**src/rtl/jrb_pkg.sv**
```systemverilog
package jrb_pkg;

  typedef enum logic [1:0] {
    OP_IR_SHIFT = 2'd0,
    OP_DR_SHIFT = 2'd1,
    OP_IDLE_RUN = 2'd2
  } tap_op_e;

  typedef enum logic [1:0] {
    RES_OK         = 2'd0,
    RES_CONNECT_NG = 2'd1,
    RES_WRITE_NG   = 2'd2
  } result_e;

  typedef enum logic [3:0] {
    ST_IDLE,
    ST_IR_CONNECT,
    ST_DR_CONNECT,
    ST_RD_CONNECT,
    ST_IR_ROUTER,
    ST_DR_WRITE,
    ST_RD_WRITE,
    ST_IR_BYPASS,
    ST_SETTLE
  } step_e;

endpackage

```
**src/rtl/jrb_entry_rom.sv**
```systemverilog
module jrb_entry_rom #(
  parameter int unsigned N_ENTRIES = 2,
  parameter int unsigned DATA_W    = 32,
  parameter int unsigned IDX_W     = 1,
  parameter logic [N_ENTRIES*DATA_W-1:0] TABLE = '0
) (
  input  logic [IDX_W-1:0]  sel,
  output logic [DATA_W-1:0] word
);

  logic [DATA_W-1:0] slot [N_ENTRIES];

  for (genvar g = 0; g < N_ENTRIES; g++) begin : g_slot
    assign slot[g] = TABLE[g*DATA_W +: DATA_W];
  end

  always_comb begin
    word = slot[0];
    for (int i = 0; i < N_ENTRIES; i++) begin
      if (sel == IDX_W'(i)) word = slot[i];
    end
  end

endmodule

```
**src/rtl/jrb_cmd_gen.sv**
```systemverilog
module jrb_cmd_gen
  import jrb_pkg::*;
#(
  parameter int unsigned DATA_W       = 32,
  parameter int unsigned LEN_W        = 6,
  parameter int unsigned IR_LEN       = 6,
  parameter int unsigned CONNECT_LEN  = 8,
  parameter int unsigned IDLE_CYCLES  = 16,
  parameter logic [IR_LEN-1:0]      IR_BYPASS    = '1,
  parameter logic [IR_LEN-1:0]      IR_CONNECT   = 6'h07,
  parameter logic [IR_LEN-1:0]      IR_ROUTER    = 6'h02,
  parameter logic [CONNECT_LEN-1:0] CONNECT_WORD = 8'h89
) (
  input  step_e             step,
  input  logic [DATA_W-1:0] entry,
  output tap_op_e           op,
  output logic [LEN_W-1:0]  len,
  output logic [DATA_W-1:0] data
);

  localparam logic [LEN_W-1:0] L_IR   = LEN_W'(IR_LEN);
  localparam logic [LEN_W-1:0] L_CONN = LEN_W'(CONNECT_LEN);
  localparam logic [LEN_W-1:0] L_WORD = LEN_W'(DATA_W);
  localparam logic [LEN_W-1:0] L_IDLE = LEN_W'(IDLE_CYCLES);

  logic [DATA_W-1:0] forced_entry;
  assign forced_entry = {1'b1, entry[DATA_W-2:0]};

  always_comb begin
    op   = OP_IR_SHIFT;
    len  = L_IR;
    data = '0;
    unique case (step)
      ST_IR_CONNECT: data = DATA_W'(IR_CONNECT);
      ST_IR_ROUTER:  data = DATA_W'(IR_ROUTER);
      ST_IR_BYPASS:  data = DATA_W'(IR_BYPASS);
      ST_DR_CONNECT: begin
        op   = OP_DR_SHIFT;
        len  = L_CONN;
        data = DATA_W'(CONNECT_WORD);
      end
      ST_RD_CONNECT: begin
        op  = OP_DR_SHIFT;
        len = L_CONN;
      end
      ST_DR_WRITE: begin
        op   = OP_DR_SHIFT;
        len  = L_WORD;
        data = forced_entry;
      end
      ST_RD_WRITE: begin
        op  = OP_DR_SHIFT;
        len = L_WORD;
      end
      ST_SETTLE: begin
        op  = OP_IDLE_RUN;
        len = L_IDLE;
      end
      default: ;
    endcase
  end

endmodule

```
**src/rtl/jrb_rsp_check.sv**
```systemverilog
module jrb_rsp_check
  import jrb_pkg::*;
#(
  parameter int unsigned DATA_W      = 32,
  parameter int unsigned CONNECT_LEN = 8,
  parameter int unsigned CHECK_BITS  = 8,
  parameter logic [CONNECT_LEN-1:0] CONNECT_EXPECT = 8'h09
) (
  input  step_e             step,
  input  logic [DATA_W-1:0] entry,
  input  logic [DATA_W-1:0] captured,
  output logic              match
);

  logic conn_ok;
  logic wr_ok;

  assign conn_ok = captured[CONNECT_LEN-1:0] == CONNECT_EXPECT;
  assign wr_ok   = captured[DATA_W-1 -: CHECK_BITS] == entry[DATA_W-1 -: CHECK_BITS];

  always_comb begin
    unique case (step)
      ST_RD_CONNECT: match = conn_ok;
      ST_RD_WRITE:   match = wr_ok;
      default:       match = 1'b1;
    endcase
  end

endmodule

```
**src/rtl/jrb_ctrl.sv**
```systemverilog
module jrb_ctrl
  import jrb_pkg::*;
#(
  parameter int unsigned N_ENTRIES = 2,
  parameter int unsigned IDX_W     = 1
) (
  input  logic             clk,
  input  logic             rst_n,
  input  logic             start,
  input  logic             verify_en,
  input  logic             cmd_ready,
  input  logic             rsp_valid,
  input  logic             rsp_match,
  output step_e            step,
  output logic [IDX_W-1:0] idx,
  output logic             cmd_valid,
  output logic             rsp_ready,
  output logic             busy,
  output logic             done,
  output logic             pass,
  output result_e          fail_code,
  output logic [IDX_W-1:0] fail_idx
);

  localparam logic [IDX_W-1:0] LAST_IDX = IDX_W'(N_ENTRIES - 1);

  logic    waiting;
  logic    verify_q;
  step_e   step_nxt;
  logic    idx_adv;
  logic    finish;
  result_e finish_code;
  logic    last_entry;
  logic    cmd_fire;
  logic    rsp_fire;

  assign busy       = step != ST_IDLE;
  assign cmd_valid  = busy && !waiting;
  assign rsp_ready  = busy && waiting;
  assign cmd_fire   = cmd_valid && cmd_ready;
  assign rsp_fire   = rsp_ready && rsp_valid;
  assign last_entry = idx == LAST_IDX;

  always_comb begin
    step_nxt    = step;
    idx_adv     = 1'b0;
    finish      = 1'b0;
    finish_code = RES_OK;
    unique case (step)
      ST_IR_CONNECT: step_nxt = ST_DR_CONNECT;
      ST_DR_CONNECT: step_nxt = verify_q ? ST_RD_CONNECT : ST_IR_ROUTER;
      ST_RD_CONNECT: begin
        if (rsp_match) begin
          step_nxt = ST_IR_ROUTER;
        end else begin
          step_nxt    = ST_IDLE;
          finish      = 1'b1;
          finish_code = RES_CONNECT_NG;
        end
      end
      ST_IR_ROUTER: step_nxt = ST_DR_WRITE;
      ST_DR_WRITE: begin
        if (verify_q) begin
          step_nxt = ST_RD_WRITE;
        end else if (last_entry) begin
          step_nxt = ST_IR_BYPASS;
        end else begin
          step_nxt = ST_DR_WRITE;
          idx_adv  = 1'b1;
        end
      end
      ST_RD_WRITE: begin
        if (!rsp_match) begin
          step_nxt    = ST_IDLE;
          finish      = 1'b1;
          finish_code = RES_WRITE_NG;
        end else if (last_entry) begin
          step_nxt = ST_IR_BYPASS;
        end else begin
          step_nxt = ST_DR_WRITE;
          idx_adv  = 1'b1;
        end
      end
      ST_IR_BYPASS: step_nxt = ST_SETTLE;
      ST_SETTLE: begin
        step_nxt = ST_IDLE;
        finish   = 1'b1;
      end
      default: step_nxt = ST_IDLE;
    endcase
  end

  always_ff @(posedge clk or negedge rst_n) begin
    if (!rst_n) begin
      step      <= ST_IDLE;
      idx       <= '0;
      waiting   <= 1'b0;
      verify_q  <= 1'b0;
      done      <= 1'b0;
      pass      <= 1'b0;
      fail_code <= RES_OK;
      fail_idx  <= '0;
    end else begin
      done <= 1'b0;
      if (!busy) begin
        if (start) begin
          step      <= ST_IR_CONNECT;
          idx       <= '0;
          waiting   <= 1'b0;
          verify_q  <= verify_en;
          pass      <= 1'b0;
          fail_code <= RES_OK;
          fail_idx  <= '0;
        end
      end else if (cmd_fire) begin
        waiting <= 1'b1;
      end else if (rsp_fire) begin
        waiting <= 1'b0;
        step    <= step_nxt;
        if (idx_adv) idx <= idx + 1'b1;
        if (finish) begin
          done      <= 1'b1;
          pass      <= finish_code == RES_OK;
          fail_code <= finish_code;
          fail_idx  <= (finish_code == RES_WRITE_NG) ? idx : '0;
        end
      end
    end
  end

endmodule

```
**src/rtl/jtag_router_bringup.sv**
```systemverilog
module jtag_router_bringup
  import jrb_pkg::*;
#(
  parameter int unsigned N_ENTRIES   = 2,
  parameter int unsigned DATA_W      = 32,
  parameter int unsigned IR_LEN      = 6,
  parameter int unsigned CONNECT_LEN = 8,
  parameter int unsigned CHECK_BITS  = 8,
  parameter int unsigned IDLE_CYCLES = 16,
  parameter logic [IR_LEN-1:0]      IR_BYPASS      = '1,
  parameter logic [IR_LEN-1:0]      IR_CONNECT     = 6'h07,
  parameter logic [IR_LEN-1:0]      IR_ROUTER      = 6'h02,
  parameter logic [CONNECT_LEN-1:0] CONNECT_WORD   = 8'h89,
  parameter logic [CONNECT_LEN-1:0] CONNECT_EXPECT = 8'h09,
  parameter logic [N_ENTRIES*DATA_W-1:0] ENTRY_TABLE = {32'h2C002100, 32'h60002000},
  localparam int unsigned MAX_A = (DATA_W > IDLE_CYCLES) ? DATA_W : IDLE_CYCLES,
  localparam int unsigned MAX_B = (IR_LEN > CONNECT_LEN) ? IR_LEN : CONNECT_LEN,
  localparam int unsigned MAX_LEN = (MAX_A > MAX_B) ? MAX_A : MAX_B,
  localparam int unsigned LEN_W = $clog2(MAX_LEN + 1),
  localparam int unsigned IDX_W = (N_ENTRIES > 1) ? $clog2(N_ENTRIES) : 1
) (
  input  logic              clk,
  input  logic              rst_n,
  input  logic              start,
  input  logic              verify_en,
  output logic              cmd_valid,
  input  logic              cmd_ready,
  output logic [1:0]        cmd_kind,
  output logic [LEN_W-1:0]  cmd_len,
  output logic [DATA_W-1:0] cmd_data,
  input  logic              rsp_valid,
  output logic              rsp_ready,
  input  logic [DATA_W-1:0] rsp_data,
  output logic              busy,
  output logic              done,
  output logic              pass,
  output logic [1:0]        fail_code,
  output logic [IDX_W-1:0]  fail_idx
);

  step_e             step;
  logic [IDX_W-1:0]  idx;
  logic [DATA_W-1:0] entry;
  logic              rsp_match;
  tap_op_e           op;
  result_e           code;

  assign cmd_kind  = op;
  assign fail_code = code;

  jrb_entry_rom #(
    .N_ENTRIES (N_ENTRIES),
    .DATA_W    (DATA_W),
    .IDX_W     (IDX_W),
    .TABLE     (ENTRY_TABLE)
  ) u_rom (
    .sel  (idx),
    .word (entry)
  );

  jrb_cmd_gen #(
    .DATA_W       (DATA_W),
    .LEN_W        (LEN_W),
    .IR_LEN       (IR_LEN),
    .CONNECT_LEN  (CONNECT_LEN),
    .IDLE_CYCLES  (IDLE_CYCLES),
    .IR_BYPASS    (IR_BYPASS),
    .IR_CONNECT   (IR_CONNECT),
    .IR_ROUTER    (IR_ROUTER),
    .CONNECT_WORD (CONNECT_WORD)
  ) u_gen (
    .step  (step),
    .entry (entry),
    .op    (op),
    .len   (cmd_len),
    .data  (cmd_data)
  );

  jrb_rsp_check #(
    .DATA_W         (DATA_W),
    .CONNECT_LEN    (CONNECT_LEN),
    .CHECK_BITS     (CHECK_BITS),
    .CONNECT_EXPECT (CONNECT_EXPECT)
  ) u_chk (
    .step     (step),
    .entry    (entry),
    .captured (rsp_data),
    .match    (rsp_match)
  );

  jrb_ctrl #(
    .N_ENTRIES (N_ENTRIES),
    .IDX_W     (IDX_W)
  ) u_ctrl (
    .clk       (clk),
    .rst_n     (rst_n),
    .start     (start),
    .verify_en (verify_en),
    .cmd_ready (cmd_ready),
    .rsp_valid (rsp_valid),
    .rsp_match (rsp_match),
    .step      (step),
    .idx       (idx),
    .cmd_valid (cmd_valid),
    .rsp_ready (rsp_ready),
    .busy      (busy),
    .done      (done),
    .pass      (pass),
    .fail_code (code),
    .fail_idx  (fail_idx)
  );

endmodule

```
**config.mk**
```make
export PLATFORM = sky130hd
export DESIGN_NAME = jtag_router_bringup
export DESIGN_NICKNAME = d
export VERILOG_FILES = /design/src/rtl/jrb_pkg.sv /design/src/rtl/jrb_entry_rom.sv /design/src/rtl/jrb_cmd_gen.sv /design/src/rtl/jrb_rsp_check.sv /design/src/rtl/jrb_ctrl.sv /design/src/rtl/jtag_router_bringup.sv
export SDC_FILE = /design/constraint.sdc
export NUM_CORES = 1
export LEC_CHECK = 0
export CAP_MARGIN = 20
export CORE_MARGIN = 2
export CORE_UTILIZATION = 52
export DETAILED_ROUTE_END_ITERATION = 8
export DONT_BUFFER_PORTS = 1
export PLACE_DENSITY = 0.74
export SKIP_CTS_REPAIR_TIMING = 1
export SYNTH_ARGS = -nofsm -noshare
export SYNTH_HDL_FRONTEND = slang
export SYNTH_SLANG_ARGS = --single-unit
```
**constraint.sdc**
```tcl
create_clock -name clk -period 2.2 [get_ports clk]
set_input_delay 0.44 -clock clk [delete_from_list [all_inputs] [get_ports clk]]
set_output_delay 0.44 -clock clk [all_outputs]
set_load 0.005 [all_outputs]
```
==> impl_results.md <==
- Total wire length: 2169 um
- Syn avg cell area: 8.408 sq um
- First-pass GRT wire length: 3401 um
- Worst vdd ir: 599.3 uV
- Wirelength per Cell: 14.46 um
- Layout cells sized above 1: 22.76%
- Net switching power: 0.0006331 W
- Share of synthesized registers carrying an async set or reset: 100.0%
- FMAX: 0.4769 GHz
- ANT cells: 0
- Gpl congestion: 0.8564
- Worst slack, placed: 0.2733 ns
- Arrival time at the worst endpoint: 1.66 ns
- Number of fill cells: 191
- Clk pwr share: 12.2%
- Design area: 1049 sq um
- Delay of the slowest critical-path stage: 0.45 ns
- Synthesis warning total: 0
- Slew Limit Fails: 0
- Dpl hpwl: 1696 um
- CP max FO: 9
- Switch share: 46.41%
- CTS root buf: clkbuf_4
- Max Clock Skew: 0.001145 ns
- Sequential Power Share: 28.4%
- Hold path depth: 2
- Slowest cell on crit path: dfrtp_2
- Vias/cell: 5.567
- Die Wd: 48.96 um
- Sink Count: 12
- Reg-to-Reg Start: u_ctrl.step[3]
- TritonRoute pass-1 iters: 4
- WHS: 0.3015 ns
- Synthesized flop and latch total: 12
- Final setup vio count: 0
- R2R depth: 6
- Total track usage: 17.66%
- Area added between synthesis and finish: -0.2377%
- Die area: 2397 sq um
- Yosys cell types: 41
- Setup crit end kind: output pin
- CP required: 1.76 ns
- Placed instance area: 975.9 sq um
- Largest net degree at the start of global routing: 15
- Hold Startpoint: cmd_ready
- Cell Chain, Critical Path: buf_4 -> and4bb_1 -> or3_4 -> nor2_4
- Setup_tns: 0 ns
- # Max-Cap Violations: 0
- Via count: 835
- Die Ht: 48.96 um
- Status: finished, final reports clean
- Leakage power: 0.5046 nW
- Initial core utilization: 54.12%
- Final setup margin: 0.1031 ns
- Core box area: 1942 sq um
- Number of global-route vias before repair: 778
- Worst reg-to-reg setup slack: 0.30 ns
- Crit path kind: register to output pin
- Reg2reg end: u_ctrl.fail_code[1]
- Antenna Nets Post-Route: 0
- Gate power share: 59.4%
- GRT overflow: 0
- TritonCTS clock tree: built
- Period utilization: 95.31%
- Final hold violations: 0
- I/O Pins: 86
- H-tree depth: 1
- Clk_lat worst skew: 0.26 ns
- Hold/Removal Path Class: input pin to register
- Hold endpoint: u_ctrl.waiting
- Number of synthesized flops with an enable pin: 0
- RSZ-0062 raised after global routing: no
- Nets@finish: 162
- Rel. slew slack: 64.65%
- Mapped Cells: 125
- Register area share after synthesis: 28.57%
- Pwr Density: 1301 nW/um^2
- CTS Buf Count: 3
- CP Launch Type: register
- Min cycle time layout: 2.097 ns
- Placement Rows: 16
- Clock-pin transition on the worst setup and hold timing paths: 0.07 ns
- Starting DRT DRC Count: 19
- Top_reg_cell synth: dfrtp_1
- Mapped Area: 1051 sq um
- CTS Buffer Depth: 2
- Worst-Margin Slew: 0.5285 ns
- I/O Buffers: 0
- Initial antenna violation count: 0
- DRC: 0
- Int Power: 0.0007311 W
cell type report:
type	count	area, sq um	area share [%]
Clock buffer	4	36.28	3.461
Inverter	4	15.01	1.432
Multi-Input combinational cell	98	619.3	59.07
Sequential cell	12	304.0	29.00
Tap cell	27	33.78	3.222
Timing Repair Buffer	5	40.04	3.819
critical path: cells and delay by family, from the launching register on:
family        cells  cell delay, ns
simple gates      3            0.76
buf+inv           1            0.19
flops             1            0.45
cells by family after synthesis:
family / count (synthesis) / synth area share, %
multiplexers: 2 / 2.024
AND/OR/NAND/NOR: 56 / 32.62
buffers and inverters: 33 / 21.07
AO/OA/AOI/OAI: 20 / 14.52
XOR/XNOR: 1 / 0.8335
flip-flops: 12 / 28.57
other: 1 / 0.3568
layer usage:
| layer | part of all wire [%] | track usage, % | vias up | wire [um] |
|---|---|---|---|---|
| met5 | 0 | 0 | - | 0 |
| met4 | 0.78 | 6.667 | 0 | 17 |
| met3 | 9.9 | 4.294 | 2 | 214 |
| met2 | 50 | 29.45 | 59 | 1080 |
| met1 | 39 | 22.03 | 388 | 856 |
| li1 | - | - | 386 | - |
per-stage QoR:
step	util [%]	std cells	power, W
2_1_floorplan	-	143	0.001026
3_3_place_gp	50.26	145	0.001097
3_5_place_dp	50.26	145	0.001127
4_1_cts	52.13	149	0.001301
5_1_grt	53.99	150	0.001477
6_report	53.99	150	0.001364
synth_stat cells (2+ instances only):
library cell,n,share of area (%)
buf_4,25,18
nor2_1,13,4.6
dfrtp_1,12,29
nand2_1,12,4.3
nor2b_1,6,3.6
a21oi_1,4,1.9
nand2b_1,4,2.4
a22o_1,3,2.5
and2_1,3,1.8
buf_2,3,1.4
a211oi_1,2,1.4
a32o_2,2,2.1
and3_1,2,1.2
and4bb_1,2,2.4
inv_1,2,0.71
inv_2,2,0.71
nor3_1,2,0.95
o21ai_0,2,0.95
o21ai_1,2,0.95
power groups by stage:
| stage | clock network (W) | registers (W) | logic (W) |
|---|---|---|---|
| 2_1_floorplan | 0 | 0.000358 | 0.000668 |
| 6_report | 0.000167 | 0.000388 | 0.000810 |
| 4_1_cts | 0.000174 | 0.000380 | 0.000746 |
| 5_1_grt | 0.000186 | 0.000399 | 0.000892 |
| 3_3_place_gp | 0 | 0.000379 | 0.000718 |
| 3_5_place_dp | 0 | 0.000385 | 0.000742 |
flip-flops by register name, indices dropped and copies added (netlist names):
signal and flops:
u_ctrl.done 1, u_ctrl.idx 1, u_ctrl.pass 1, u_ctrl.fail_idx 1, u_ctrl.verify_q 1, u_ctrl.step 4
u_ctrl.fail_code 2, u_ctrl.waiting 1
layout by cell type, fill, tap and decap left out, types with 3 or more instances in the layout:
cell,netlist,routed
nand2b_1,4,3
nor2_1,13,12
clkbuf_4,0,3
a22o_1,3,3
nor2b_1,6,6
buf_4,25,4
and2_1,3,3
conb_1,1,19
a21oi_1,4,4
nand2_1,12,11
dfrtp_1,12,9
dfrtp_2,0,3
worst max-delay path by stage:
| stage | from | to | slack [ns] | cells past startpoint |
|---|---|---|---|---|
| 3_5_place_dp | u_ctrl.step[3] | u_ctrl.fail_code[1] | 0.27 | 6 |
| 3_3_place_gp | u_ctrl.step[2] | cmd_len[2] | 0.29 | 5 |
| 2_1_floorplan | u_ctrl.step[2] | cmd_len[2] | 0.20 | 7 |
| 5_1_grt | u_ctrl.step[1] | cmd_len[2] | 0.03 | 4 |
| 6_report | u_ctrl.step[1] | cmd_len[2] | 0.10 | 4 |
| 4_1_cts | u_ctrl.step[2] | cmd_len[2] | -0.02 | 5 |
Power figures use the tool's default switching activity.
